[src/rtl/rowbuf_pkg.sv]
package rowbuf_pkg;

  typedef enum logic [1:0] {
    CMD_NONE = 2'd0,
    CMD_PRE  = 2'd1,
    CMD_ACT  = 2'd2,
    CMD_RW   = 2'd3
  } bank_cmd_e;

  typedef enum logic [1:0] {
    EN_IDLE = 2'd0,
    EN_PRE  = 2'd1,
    EN_ACT  = 2'd2,
    EN_RW   = 2'd3
  } eng_state_e;

endpackage

[src/rtl/rowbuf_queue.sv]
module rowbuf_queue #(
  parameter int DEPTH = 4,
  parameter int ROW_W = 8,
  parameter int ID_W  = 4,
  parameter int SRC_W = 2,
  localparam int IDX_W = (DEPTH > 1) ? $clog2(DEPTH) : 1,
  localparam int CNT_W = $clog2(DEPTH + 1)
) (
  input  logic             clk,
  input  logic             rst_n,
  input  logic             enq,
  input  logic [ROW_W-1:0] enq_row,
  input  logic [ID_W-1:0]  enq_id,
  input  logic [SRC_W-1:0] enq_src,
  input  logic             free_en,
  input  logic [IDX_W-1:0] free_slot,
  output logic             full,
  output logic             ent_valid [DEPTH],
  output logic [ROW_W-1:0] ent_row   [DEPTH],
  output logic [IDX_W-1:0] ent_rank  [DEPTH],
  output logic [ID_W-1:0]  ent_id    [DEPTH],
  output logic [SRC_W-1:0] ent_src   [DEPTH]
);

  logic [CNT_W-1:0] count;
  logic [IDX_W-1:0] ins_slot;
  logic [IDX_W-1:0] free_rank;
  logic [IDX_W-1:0] new_rank;
  logic [DEPTH-1:0] valid_vec;
  logic [DEPTH-1:0] oldest_vec;

  assign full      = (count == CNT_W'(DEPTH));
  assign free_rank = ent_rank[free_slot];
  assign new_rank  = IDX_W'(count - CNT_W'(free_en));

  // lowest empty slot receives the next request
  always_comb begin
    ins_slot = '0;
    for (int i = DEPTH - 1; i >= 0; i--) begin
      if (!ent_valid[i]) ins_slot = IDX_W'(i);
    end
  end

  generate
    for (genvar g = 0; g < DEPTH; g++) begin : g_vec
      assign valid_vec[g]  = ent_valid[g];
      assign oldest_vec[g] = ent_valid[g] && (ent_rank[g] == '0);
    end
  endgenerate

  always_ff @(posedge clk) begin
    if (!rst_n) begin
      count <= '0;
      for (int i = 0; i < DEPTH; i++) begin
        ent_valid[i] <= 1'b0;
        ent_row[i]   <= '0;
        ent_rank[i]  <= '0;
        ent_id[i]    <= '0;
        ent_src[i]   <= '0;
      end
    end else begin
      count <= count + CNT_W'(enq) - CNT_W'(free_en);
      for (int i = 0; i < DEPTH; i++) begin
        if (free_en && (free_slot == IDX_W'(i))) begin
          ent_valid[i] <= 1'b0;
        end else if (free_en && ent_valid[i] && (ent_rank[i] > free_rank)) begin
          ent_rank[i] <= ent_rank[i] - IDX_W'(1);
        end
        if (enq && (ins_slot == IDX_W'(i))) begin
          ent_valid[i] <= 1'b1;
          ent_row[i]   <= enq_row;
          ent_id[i]    <= enq_id;
          ent_src[i]   <= enq_src;
          ent_rank[i]  <= new_rank;
        end
      end
    end
  end

  assert_count_match_R8: assert property (@(posedge clk) disable iff (!rst_n)
    count == CNT_W'($countones(valid_vec)));

  assert_oldest_unique_R5: assert property (@(posedge clk) disable iff (!rst_n)
    $onehot0(oldest_vec));

  assert_oldest_exists_R5: assert property (@(posedge clk) disable iff (!rst_n)
    (|valid_vec) |-> (|oldest_vec));

endmodule

[src/rtl/rowbuf_pick.sv]
module rowbuf_pick #(
  parameter int DEPTH = 4,
  parameter int ROW_W = 8,
  localparam int IDX_W = (DEPTH > 1) ? $clog2(DEPTH) : 1
) (
  input  logic             fr_mode,
  input  logic [ROW_W-1:0] open_row,
  input  logic             ent_valid [DEPTH],
  input  logic [ROW_W-1:0] ent_row   [DEPTH],
  input  logic [IDX_W-1:0] ent_rank  [DEPTH],
  output logic             any_valid,
  output logic             any_hit,
  output logic [IDX_W-1:0] pick_slot,
  output logic [ROW_W-1:0] pick_row,
  output logic             pick_hit
);

  // key: {miss under hit-first mode, arrival rank}; smallest key wins
  always_comb begin
    logic [IDX_W:0] key;
    logic [IDX_W:0] best;
    any_valid = 1'b0;
    any_hit   = 1'b0;
    pick_slot = '0;
    best      = '1;
    for (int i = 0; i < DEPTH; i++) begin
      key = {fr_mode & (ent_row[i] != open_row), ent_rank[i]};
      if (ent_valid[i] && (ent_row[i] == open_row)) any_hit = 1'b1;
      if (ent_valid[i] && (!any_valid || (key < best))) begin
        any_valid = 1'b1;
        best      = key;
        pick_slot = IDX_W'(i);
      end
    end
  end

  assign pick_row = ent_row[pick_slot];
  assign pick_hit = (pick_row == open_row);

endmodule

[src/rtl/rowbuf_engine.sv]
module rowbuf_engine
  import rowbuf_pkg::*;
#(
  parameter int ROW_W    = 8,
  parameter int IDX_W    = 2,
  parameter int T_PRE    = 3,
  parameter int T_ACT    = 3,
  parameter int T_RW     = 3,
  parameter int INIT_ROW = 0,
  localparam int T_MAX = (T_PRE > T_ACT) ? ((T_PRE > T_RW) ? T_PRE : T_RW)
                                         : ((T_ACT > T_RW) ? T_ACT : T_RW),
  localparam int CNT_W = $clog2(T_MAX + 1)
) (
  input  logic             clk,
  input  logic             rst_n,
  input  logic             any_valid,
  input  logic [IDX_W-1:0] pick_slot,
  input  logic [ROW_W-1:0] pick_row,
  input  logic             pick_hit,
  output logic             idle,
  output logic [ROW_W-1:0] open_row,
  output logic [1:0]       cmd_code,
  output logic [ROW_W-1:0] cmd_row,
  output logic             free_en,
  output logic [IDX_W-1:0] free_slot
);

  eng_state_e       st;
  logic [CNT_W-1:0] cnt;
  logic [ROW_W-1:0] cur_row;
  logic [IDX_W-1:0] cur_slot;
  bank_cmd_e        cmd_q;
  logic             expired;

  assign expired   = (cnt == '0);
  assign idle      = (st == EN_IDLE);
  assign free_en   = (st == EN_RW) && expired;
  assign free_slot = cur_slot;
  assign cmd_code  = cmd_q;

  always_ff @(posedge clk) begin
    if (!rst_n) begin
      st       <= EN_IDLE;
      cnt      <= '0;
      cur_row  <= '0;
      cur_slot <= '0;
      cmd_q    <= CMD_NONE;
      cmd_row  <= '0;
      open_row <= ROW_W'(INIT_ROW);
    end else begin
      cmd_q <= CMD_NONE;
      unique case (st)
        EN_IDLE: begin
          if (any_valid) begin
            cur_slot <= pick_slot;
            cur_row  <= pick_row;
            cmd_row  <= pick_row;
            if (pick_hit) begin
              st    <= EN_RW;
              cnt   <= CNT_W'(T_RW - 1);
              cmd_q <= CMD_RW;
            end else begin
              st    <= EN_PRE;
              cnt   <= CNT_W'(T_PRE - 1);
              cmd_q <= CMD_PRE;
            end
          end
        end
        EN_PRE: begin
          if (!expired) cnt <= cnt - CNT_W'(1);
          else begin
            st       <= EN_ACT;
            cnt      <= CNT_W'(T_ACT - 1);
            cmd_q    <= CMD_ACT;
            open_row <= cur_row;
          end
        end
        EN_ACT: begin
          if (!expired) cnt <= cnt - CNT_W'(1);
          else begin
            st    <= EN_RW;
            cnt   <= CNT_W'(T_RW - 1);
            cmd_q <= CMD_RW;
          end
        end
        EN_RW: begin
          if (!expired) cnt <= cnt - CNT_W'(1);
          else st <= EN_IDLE;
        end
        default: st <= EN_IDLE;
      endcase
    end
  end

  assert_cmd_spacing_R3: assert property (@(posedge clk) disable iff (!rst_n)
    (cmd_q != CMD_NONE) |-> ($past(st) == EN_IDLE || $past(cnt) == '0));

  assert_act_follows_pre_R3: assert property (@(posedge clk) disable iff (!rst_n)
    (cmd_q == CMD_ACT) |-> ($past(st) == EN_PRE));

  assert_rw_on_open_row_R2: assert property (@(posedge clk) disable iff (!rst_n)
    (cmd_q == CMD_RW) |-> (cmd_row == open_row));

  assert_idle_quiet_R10: assert property (@(posedge clk) disable iff (!rst_n)
    ($past(st) == EN_IDLE && !$past(any_valid)) |-> (cmd_q == CMD_NONE && $stable(open_row)));

  assert_done_single_R9: assert property (@(posedge clk) disable iff (!rst_n)
    free_en |=> !free_en);

endmodule

[src/rtl/rowbuf_sched.sv]
module rowbuf_sched #(
  parameter int DEPTH    = 4,
  parameter int ROW_W    = 8,
  parameter int ID_W     = 4,
  parameter int SRC_W    = 2,
  parameter int T_PRE    = 3,
  parameter int T_ACT    = 3,
  parameter int T_RW     = 3,
  parameter int INIT_ROW = 0
) (
  input  logic             clk,
  input  logic             rst_n,
  input  logic             fr_mode,
  input  logic             in_valid,
  output logic             in_ready,
  input  logic [ROW_W-1:0] in_row,
  input  logic [ID_W-1:0]  in_id,
  input  logic [SRC_W-1:0] in_src,
  output logic [1:0]       cmd_code,
  output logic [ROW_W-1:0] cmd_row,
  output logic             done_valid,
  output logic [ID_W-1:0]  done_id,
  output logic [SRC_W-1:0] done_src
);

  localparam int IDX_W = (DEPTH > 1) ? $clog2(DEPTH) : 1;

  logic             full;
  logic             enq;
  logic             ent_valid [DEPTH];
  logic [ROW_W-1:0] ent_row   [DEPTH];
  logic [IDX_W-1:0] ent_rank  [DEPTH];
  logic [ID_W-1:0]  ent_id    [DEPTH];
  logic [SRC_W-1:0] ent_src   [DEPTH];
  logic             any_valid, any_hit, pick_hit, idle, free_en;
  logic [IDX_W-1:0] pick_slot, free_slot;
  logic [ROW_W-1:0] pick_row, open_row;

  assign in_ready   = !full;
  assign enq        = in_valid && in_ready;
  assign done_valid = free_en;
  assign done_id    = ent_id[free_slot];
  assign done_src   = ent_src[free_slot];

  rowbuf_queue #(.DEPTH(DEPTH), .ROW_W(ROW_W), .ID_W(ID_W), .SRC_W(SRC_W)) u_queue (
    .clk(clk), .rst_n(rst_n), .enq(enq), .enq_row(in_row), .enq_id(in_id),
    .enq_src(in_src), .free_en(free_en), .free_slot(free_slot), .full(full),
    .ent_valid(ent_valid), .ent_row(ent_row), .ent_rank(ent_rank),
    .ent_id(ent_id), .ent_src(ent_src)
  );

  rowbuf_pick #(.DEPTH(DEPTH), .ROW_W(ROW_W)) u_pick (
    .fr_mode(fr_mode), .open_row(open_row), .ent_valid(ent_valid),
    .ent_row(ent_row), .ent_rank(ent_rank), .any_valid(any_valid),
    .any_hit(any_hit), .pick_slot(pick_slot), .pick_row(pick_row),
    .pick_hit(pick_hit)
  );

  rowbuf_engine #(.ROW_W(ROW_W), .IDX_W(IDX_W), .T_PRE(T_PRE), .T_ACT(T_ACT),
                  .T_RW(T_RW), .INIT_ROW(INIT_ROW)) u_engine (
    .clk(clk), .rst_n(rst_n), .any_valid(any_valid), .pick_slot(pick_slot),
    .pick_row(pick_row), .pick_hit(pick_hit), .idle(idle), .open_row(open_row),
    .cmd_code(cmd_code), .cmd_row(cmd_row), .free_en(free_en),
    .free_slot(free_slot)
  );

  assert_fcfs_oldest_R5: assert property (@(posedge clk) disable iff (!rst_n)
    (idle && any_valid && !fr_mode) |-> (ent_rank[pick_slot] == '0));

  assert_hit_first_R6: assert property (@(posedge clk) disable iff (!rst_n)
    (idle && any_hit && fr_mode) |-> pick_hit);

  assert_miss_oldest_R7: assert property (@(posedge clk) disable iff (!rst_n)
    (idle && any_valid && !any_hit) |-> (ent_rank[pick_slot] == '0));

  assert_full_refuses_R8: assert property (@(posedge clk) disable iff (!rst_n)
    (full && !free_en) |=> full);

endmodule

[config.mk]
export PLATFORM = sky130hd
export DESIGN_NAME = rowbuf_sched
export DESIGN_NICKNAME = d
export VERILOG_FILES = /design/src/rtl/rowbuf_pkg.sv /design/src/rtl/rowbuf_queue.sv /design/src/rtl/rowbuf_pick.sv /design/src/rtl/rowbuf_engine.sv /design/src/rtl/rowbuf_sched.sv
export SDC_FILE = /design/constraint.sdc
export NUM_CORES = 1
export LEC_CHECK = 0
export CORE_UTILIZATION = 50
export CTS_CLUSTER_SIZE = 24
export DETAILED_ROUTE_END_ITERATION = 7
export HOLD_SLACK_MARGIN = 0.12
export PLACE_DENSITY = 0.68
export SYNTH_ARGS = -nofsm -noshare
export SYNTH_HDL_FRONTEND = slang
export SYNTH_SLANG_ARGS = --single-unit
[constraint.sdc]
create_clock -name clk -period 6.1 [get_ports clk]
set_input_delay 0.915 -clock clk [delete_from_list [all_inputs] [get_ports clk]]
set_output_delay 0.915 -clock clk [all_outputs]
set_load 0.005 [all_outputs]
# Word level (Yosys, flattened, before mapping)
# Cells that the tools add are included.
# totals
ff_bits,95
out_inout_bits,18
word_cells,183
inputBits,18
# classes
n_addsub,8
mux,60
eq_ne,24
magnitude_cmp,9
n_reduce_logical,49
bitwise,6
# op_table
op,n
2-to-1 mux 2 bit,33
inequality test 8 bit,4
logical AND 1 bit,21
binary-select mux 8 bit (select 2 bit),1
2-to-1 mux 8 bit,2
nonzero test 2 bit,8
AND reduction 2 bit,7
2-to-1 mux 1 bit,13
== test 2 bit (second input constant),6
inequality test 2 bit (second input constant),6
one-hot mux 2 bit (3 select lines),2
subtractor 2 x 1 -> 2 bit (second input constant),5
< comparator 3 bit,3
2-to-1 mux 3 bit,3
binary-select mux 2 bit (select 2 bit),2
binary-select mux 4 bit (select 2 bit),1
== test 8 bit,1
greater-than comparator 2 bit,4
zero test 2 bit,4
2-to-1 mux 4 bit,2
one-hot mux 2 bit (4 select lines),1
== test 2 x 1 -> 1 bit (second input constant),3
greater-or-equal comparator 3 bit (second input constant),2
inequality test 2 x 1 -> 1 bit (second input constant),3
other kinds (10),19

# Depth between registers and ports, before layout
# depth
ltp_word,23
depth_mapped,30
depth_no_buf,26

# Modules after synthesis
# A second synthesis with hierarchy kept.
# unflattened
cells_unflattened,667
hier_area_um2,5709.2
# by_module_without_submodules
mod,n_inst,cells_per_inst,seq_area_each_um2,area_per_inst_um2
rowbuf_queue,1,355,1421.4,3106.7
rowbuf_pick,1,175,0.0,1332.5
rowbuf_engine,1,128,480.5,1113.6
rowbuf_sched,1,9,0.0,156.4

# Worst setup path after synthesis
# No wires, ideal clock.
# synth_timing
path_kind,reg2reg
start,reg u_engine.open_row[3]
end,reg u_engine.st[1]
period_less_slack_ps,5667
setup_slack_ps,433
path_buffers,4
arrival_ps,5580
path_stages_with_launch,28
cell_sequence,dfxtp_1 clkbuf_1 xor2_1 nor4_1 nand2_1 a21oi_1 ha_1 o22ai_1 nor2_2 buf_2 o21ai_0 ha_1 nand2_1 nand4_1 o31ai_2 clkbuf_1 a21oi_1 ha_1 or3b_1 a21oi_1 and2_1 a31o_2 buf_2 a21oi_1 o31ai_1 o221ai_1 or4_4 a221oi_2
# synth_via
elab_chain_len,23
word_cells_on_any_way,38
# synth_rtl
item,line_no,source
start: declaration,rowbuf_engine.sv:21,"output logic [ROW_W-1:0] open_row,"
start signal: assignment,rowbuf_engine.sv:49,open_row <= ROW_W'(INIT_ROW);
start signal: assignment,rowbuf_engine.sv:75,open_row <= cur_row;
inequality test 8 bit,rowbuf_pick.sv:27,"key = {fr_mode & (ent_row[i] != open_row), ent_rank[i]};"
bitwise AND 1 bit,rowbuf_pick.sv:27,
2-to-1 mux 3 bit,rowbuf_pick.sv:29,if (ent_valid[i] && (!any_valid || (key < best))) begin
< comparator 3 bit,rowbuf_pick.sv:29,
logical OR 1 bit,rowbuf_pick.sv:29,
logical AND 1 bit,rowbuf_pick.sv:29,
2-to-1 mux 3 bit / 2-to-1 mux 1 bit (equally long branches),rowbuf_pick.sv:29,
< comparator 3 bit / zero test 1 bit (equally long branches),rowbuf_pick.sv:29,
(+6 left out),n/a,
2-to-1 mux 2 bit,rowbuf_pick.sv:29,
inverter 2 -> 3 bit (not written as such),rowbuf_pick.sv:37,assign pick_row = ent_row[pick_slot];
binary-select mux 8 bit (select 2 bit),rowbuf_pick.sv:37,
2-to-1 mux 8 bit (not written as such) (2 in series),rowbuf_pick.sv:37,
== test 8 bit,rowbuf_pick.sv:38,assign pick_hit = (pick_row == open_row);
2-to-1 mux 2 bit,rowbuf_engine.sv:58,if (pick_hit) begin
2-to-1 mux 2 bit,rowbuf_engine.sv:54,if (any_valid) begin
one-hot mux 2 bit (4 select lines),rowbuf_engine.sv:52,unique case (st)
end signal: assignment,rowbuf_engine.sv:59,st <= EN_RW;
end signal: assignment,rowbuf_engine.sv:63,st <= EN_PRE;
end signal: assignment,rowbuf_engine.sv:72,st <= EN_ACT;
end: declaration,rowbuf_engine.sv:28,eng_state_e st;
# Several ways; a longest one is shown, not always the timed one. The select of a mux whose other input is x is not followed.
# A chain may end at the register's enable or synchronous reset.

# Worst setup path after layout
# layout_timing
start,in fr_mode
end,reg u_engine.st[1]
# layout_via
elab_chain_len,22
word_cells_on_any_way,34
# layout_rtl
item,line_no,source
start: declaration,rowbuf_sched.sv:13,"input logic fr_mode,"
bitwise AND 1 bit,rowbuf_pick.sv:27,
2-to-1 mux 3 bit,rowbuf_pick.sv:29,
< comparator 3 bit,rowbuf_pick.sv:29,
logical OR 1 bit,rowbuf_pick.sv:29,
logical AND 1 bit,rowbuf_pick.sv:29,
2-to-1 mux 3 bit / 2-to-1 mux 1 bit (equally long branches),rowbuf_pick.sv:29,
< comparator 3 bit / zero test 1 bit (equally long branches),rowbuf_pick.sv:29,
logical OR 1 bit,rowbuf_pick.sv:29,
(+5 left out),n/a,
2-to-1 mux 2 bit,rowbuf_pick.sv:29,
inverter 2 -> 3 bit (not written as such),rowbuf_pick.sv:37,
binary-select mux 8 bit (select 2 bit),rowbuf_pick.sv:37,
2-to-1 mux 8 bit (not written as such) (2 in series),rowbuf_pick.sv:37,
== test 8 bit,rowbuf_pick.sv:38,
2-to-1 mux 2 bit,rowbuf_engine.sv:58,
2-to-1 mux 2 bit,rowbuf_engine.sv:54,
one-hot mux 2 bit (4 select lines),rowbuf_engine.sv:52,
# Several ways; a longest one is shown, not always the timed one. The select of a mux whose other input is x is not followed.

==> results by stage <==
GRT:
- The global-route wire length before repair is 23800 um.
- Entering global routing, the biggest net connects 88 pins.
- The total routing usage reported by global routing is 27.6%.
- The remaining global-route overflow is 0.
- The number of antenna violations at the first check in global routing is 0.
- The number of global-route vias before repair was 4641.

Clock network:
- The number of hold-repair buffers added at the cts stage is 0.
- The master cell of the clock root buffer is sky130_fd_sc_hd__clkbuf_8.
- In this run the number of H-tree levels came out at 3.
- The TritonCTS buffer count is 9.
- The TritonCTS clock tree is yes.
- Clock latency on the worst-skew pair, taken at its later pin, is 0.36 ns.
- After clock tree synthesis, the clock-pin slew on the worst setup and hold paths is 0.09 ns.
- The count of clock tree sinks is 95.
- The post-CTS setup repair buffer count is 0.
- The number of gates resized after CTS is 0.
- The worst-case clock buffer depth is 2.

Timing:
- Headroom to the max-slew limit came out at 25.7%.
- The final critical delay including setup and external delays is 5.73 ns.
- Between clock sinks in the finished design, the worst skew comes to 0.00733 ns.
- Based on the critical path, the design can be clocked at up to 174 MHz.
- The number of endpoints with negative hold slack in the final report is 0.
- The transition time at the pin with the least slew margin is 1.11 ns.
- After routing, the total negative slack on setup checks comes to 0 ns.
- The worst path uses 94.0% of the clock period.
- Setup violations remaining at the end of the flow were counted as 0.
- The max-slew violation count is 0.
- Setup repair after global routing left no endpoint under its margin.

Drt:
- The final wirelength is 14500 um.
- Summing over every cut layer, the via total after detailed routing is 4761.
- After detailed routing, the average wire length per cell comes to 17.5 um.
- The detail route stage leaves a number of antenna-violating nets equal to 0.
- The starting DRC count in detailed routing is 477.
- The ratio of routed vias to standard cells is 5.75.
- For this run, design rule violations remaining after detail routing come to 0.
- The iteration count of the initial detailed-routing pass is 5.

Synthesis:
- Yosys mapped the design onto 62 distinct sky130hd cell types.
- Sorting the synthesized cells by area gives the leading types as sky130_fd_sc_hd__dfxtp_1 36%, sky130_fd_sc_hd__nand2_1 11%, sky130_fd_sc_hd__a21oi_1 8.8%.
- The cell taking the most area after synthesis is sky130_fd_sc_hd__dfxtp_1.
- After synthesis, flip-flops and latches occupy 36.3% of the total area.
- The synthesis warning total is 0.
- The cell with the most instances after synthesis is sky130_fd_sc_hd__nand2_1.
- The synthesized area per cell is 7.92 sq um.
- The number of synthesized register bits is 95.
- For this run, the leading register cell type out of synthesis is sky130_fd_sc_hd__dfxtp_1.
- After synthesis, the largest area contributor takes up 36.3% of total cell area.
- In this run the cell area of the synthesized design comes to 0.00524 sq mm.
- The number of flops mapped to enable cells by yosys is 0.
- The number of instances in the synthesized netlist is 662.
- The net count after synthesis is 705.
- After synthesis, the share of flip-flops with an asynchronous set or reset is 0%.
- Ranked by instance count, the synthesized netlist is headed by 148 x sky130_fd_sc_hd__nand2_1, 95 x sky130_fd_sc_hd__dfxtp_1, 92 x sky130_fd_sc_hd__a21oi_1, 30 x sky130_fd_sc_hd__clkbuf_1, 30 x sky130_fd_sc_hd__nor2_1.

Die:
- Measured along the y axis, the die boundary spans 104 um.
- The die covers 0.0109 sq mm.
- From left edge to right edge, the die measures 104 um.
- The standard cell core area is 0.0102 sq mm.
- Row generation in the floorplan step produced 37 rows.
- For this configuration, the core starts out at a cell density of 51.2%.
- The boundary pin count is 36.

Place:
- The HPWL after detailed placement is 10500 um.
- During placement, the flow inserted port buffers numbering 35.
- The global placement routability congestion is 0.922.

Worst setup path:
- The cell at the slowest stage of the critical path is sky130_fd_sc_hd__or4_4.
- The required time of the critical path is 6.37 ns.
- The critical path endpoint category is a flip-flop.
- On the worst path, the slowest cell contributes a delay of 0.51 ns.
- Walking the worst path, the cells encountered are clkdlybuf4s50_1 > a21boi_1 > ha_1 > nor3b_1 > o21a_1 > nor2_2 > o21ai_0 > ha_1 > nand2_1 > nand4_1 > o31ai_4 > nor2_1 > a21oi_1 > ha_1 > or3b_1 > a21oi_1 > and2_1 > a31o_2 > buf_4 > clkinv_4 > o211ai_2 > o31a_1 > or4_4 > a221oi_2.
- Counting both buffers and inverters, the worst setup path holds a total of 3.
- The type of the setup path with the least slack is in2reg.
- The kind of start point of the critical path is a primary input.
- In this run the register-to-register setup slack is 0.44 ns.
- The worst-path maximum fanout is 9.
- The cell family with the largest share of critical-path delay is compound AO/OA/AOI/OAI gates.
- The most common cell type on the critical path is sky130_fd_sc_hd__ha_1.
- STA puts the critical path data arrival time at 6.01 ns.

Layout:
- The net count reported at finish is 730.
- Of the cells placed in the final design, the portion with a size suffix greater than 1 is 8.09%.
- The number of antenna repair diodes is 0.
- The area growth from synthesis to layout is 13.3%.

Pwr:
- The total leakage power is 0.00227 uW.
- Across the VDD grid, the largest voltage drop is 156 uV.
- The power per unit of standard cell area is 325 mW/mm^2.
- The total power is 1930 uW.

Min path:
- The classification of the worst-slack hold path is reg2reg.

Outcome:
- The flow ran to the end, and the final reports show no timing, DRC or antenna violations.

Run:
- The max-capacitance violation count is 0.
-- worst reg2reg max path, stage by stage, from the launching register on --
cell	delay (ns)
sky130_fd_sc_hd__dfxtp_1	0.50
sky130_fd_sc_hd__xor2_1	0.12
sky130_fd_sc_hd__nor4_1	0.39
sky130_fd_sc_hd__a21boi_1	0.16
sky130_fd_sc_hd__ha_1	0.26
sky130_fd_sc_hd__nor3b_1	0.23
sky130_fd_sc_hd__o21a_1	0.24
sky130_fd_sc_hd__nor2_2	0.09
sky130_fd_sc_hd__o21ai_0	0.23
sky130_fd_sc_hd__ha_1	0.29
sky130_fd_sc_hd__nand2_1	0.06
sky130_fd_sc_hd__nand4_1	0.19
sky130_fd_sc_hd__o31ai_4	0.40
sky130_fd_sc_hd__nor2_1	0.08
sky130_fd_sc_hd__a21oi_1	0.12
sky130_fd_sc_hd__ha_1	0.20
sky130_fd_sc_hd__or3b_1	0.13
sky130_fd_sc_hd__a21oi_1	0.05
sky130_fd_sc_hd__and2_1	0.17
sky130_fd_sc_hd__a31o_2	0.26
sky130_fd_sc_hd__buf_4	0.18
sky130_fd_sc_hd__clkinv_4	0.08
sky130_fd_sc_hd__o211ai_2	0.07
sky130_fd_sc_hd__o31a_1	0.30
sky130_fd_sc_hd__or4_4	0.51
sky130_fd_sc_hd__a221oi_2	0.25
-- layout make-up --
type / count / area, sq um
flip-flops and latches: 95 / 1900
inverters: 31 / 124
fillers: 974 / 4290
well taps: 136 / 170
clock buffers: 12 / 155
clock inverters: 4 / 28.8
multi-input cells: 496 / 3060
repair buffers: 54 / 493
-- report_power, final --
part / switching, uW / internal, uW / leakage, uW
clock: 223 / 172 / 0.0000890
sequential: 86.8 / 694 / 0.000773
combinational: 418 / 335 / 0.00141
-- metrics by stage --
step	setup WS [ns]	instance area (sq um)	instances	utilization, %	hold WS, ns
after floorplan	0.433	5240	662	-	0.433
after global routing	0.0149	5940	828	58.0	0.487
after detailed placement	-0.0779	5740	812	56.1	0.447
after CTS	0.289	5920	828	57.9	0.461
final	0.367	5940	828	58.0	0.459
after global placement	0.0827	5740	812	56.1	0.439
-- layer usage --
layer | global-route usage, % | share of wire (%) | up-vias
met3 | 4.07 | 4.3 | 20
met4 | 8.47 | 1.6 | 0
met1 | 38.1 | 48 | 2273
li1 | - | - | 2338
met5 | 0 | 0 | -
met2 | 44.4 | 47 | 130
-- state kept, by name, indices dropped and copies added (netlist names), 3 cells and up --
register,flops
u_queue.ent_src,8
u_engine.open_row,8
u_queue.ent_row,32
u_queue.ent_id,16
u_queue.count,3
u_queue.ent_rank,8
u_queue.ent_valid,4
u_engine.cmd_row,8
-- final timing paths --
path | start | endpoint | depth (start not counted)
setup / recovery | fr_mode | u_engine.st[1] | 24
hold / removal | u_queue.ent_src[6] | u_queue.ent_src[6] | 2
setup reg to reg | u_engine.open_row[1] | u_engine.st[1] | 25
hold reg to reg | u_queue.ent_src[6] | u_queue.ent_src[6] | 2
-- layout by cell type, fill, tap and decap left out, types with 2 or more instances in the layout --
master,Yosys,final
sky130_fd_sc_hd__nand4_1,4,4
sky130_fd_sc_hd__o221ai_1,2,2
sky130_fd_sc_hd__o31ai_1,2,2
sky130_fd_sc_hd__and2_1,5,5
sky130_fd_sc_hd__nor3_1,8,8
sky130_fd_sc_hd__o21ai_0,19,19
sky130_fd_sc_hd__clkdlybuf4s50_1,0,35
sky130_fd_sc_hd__mux2i_1,7,7
sky130_fd_sc_hd__dfxtp_1,95,94
sky130_fd_sc_hd__o31a_1,4,4
sky130_fd_sc_hd__clkinvlp_4,0,2
sky130_fd_sc_hd__ha_1,24,24
sky130_fd_sc_hd__nor2_1,30,30
sky130_fd_sc_hd__o211ai_1,4,4
sky130_fd_sc_hd__inv_1,28,28
sky130_fd_sc_hd__a211oi_1,12,12
sky130_fd_sc_hd__nor4_1,6,6
sky130_fd_sc_hd__nand2_1,148,148
sky130_fd_sc_hd__nor2b_1,3,3
sky130_fd_sc_hd__clkbuf_8,0,11
sky130_fd_sc_hd__a311oi_1,4,4
sky130_fd_sc_hd__mux4_2,8,8
sky130_fd_sc_hd__or3_1,4,4
sky130_fd_sc_hd__xor2_1,24,24
sky130_fd_sc_hd__nor3b_1,2,2
sky130_fd_sc_hd__o21ai_1,5,5
sky130_fd_sc_hd__buf_4,0,19
sky130_fd_sc_hd__o221a_2,2,2
sky130_fd_sc_hd__and3_1,3,3
sky130_fd_sc_hd__a31oi_1,2,2
sky130_fd_sc_hd__a2111oi_0,2,2
sky130_fd_sc_hd__o21a_1,3,3
sky130_fd_sc_hd__nand3_1,17,17
sky130_fd_sc_hd__xnor2_1,16,16
sky130_fd_sc_hd__a21oi_1,92,92
sky130_fd_sc_hd__o22ai_1,4,3
sky130_fd_sc_hd__nand2b_1,8,8
-- logic make-up (layout without fill, tap and decap cells) --
logic type | count (synthesis) | after routing | synth area share, %
and+or+nand+nor | 242 | 242 | 20.1
AOI/OAI and AO/OA | 174 | 174 | 20.6
DFF | 95 | 95 | 36.3
buffers and inverters | 71 | 101 | 5.52
xor gates and xnor gates | 40 | 40 | 6.69
adders and majority gates | 25 | 25 | 6.11
muxes | 15 | 15 | 4.78
No activity file was read; power rests on OpenSTA's default activity.
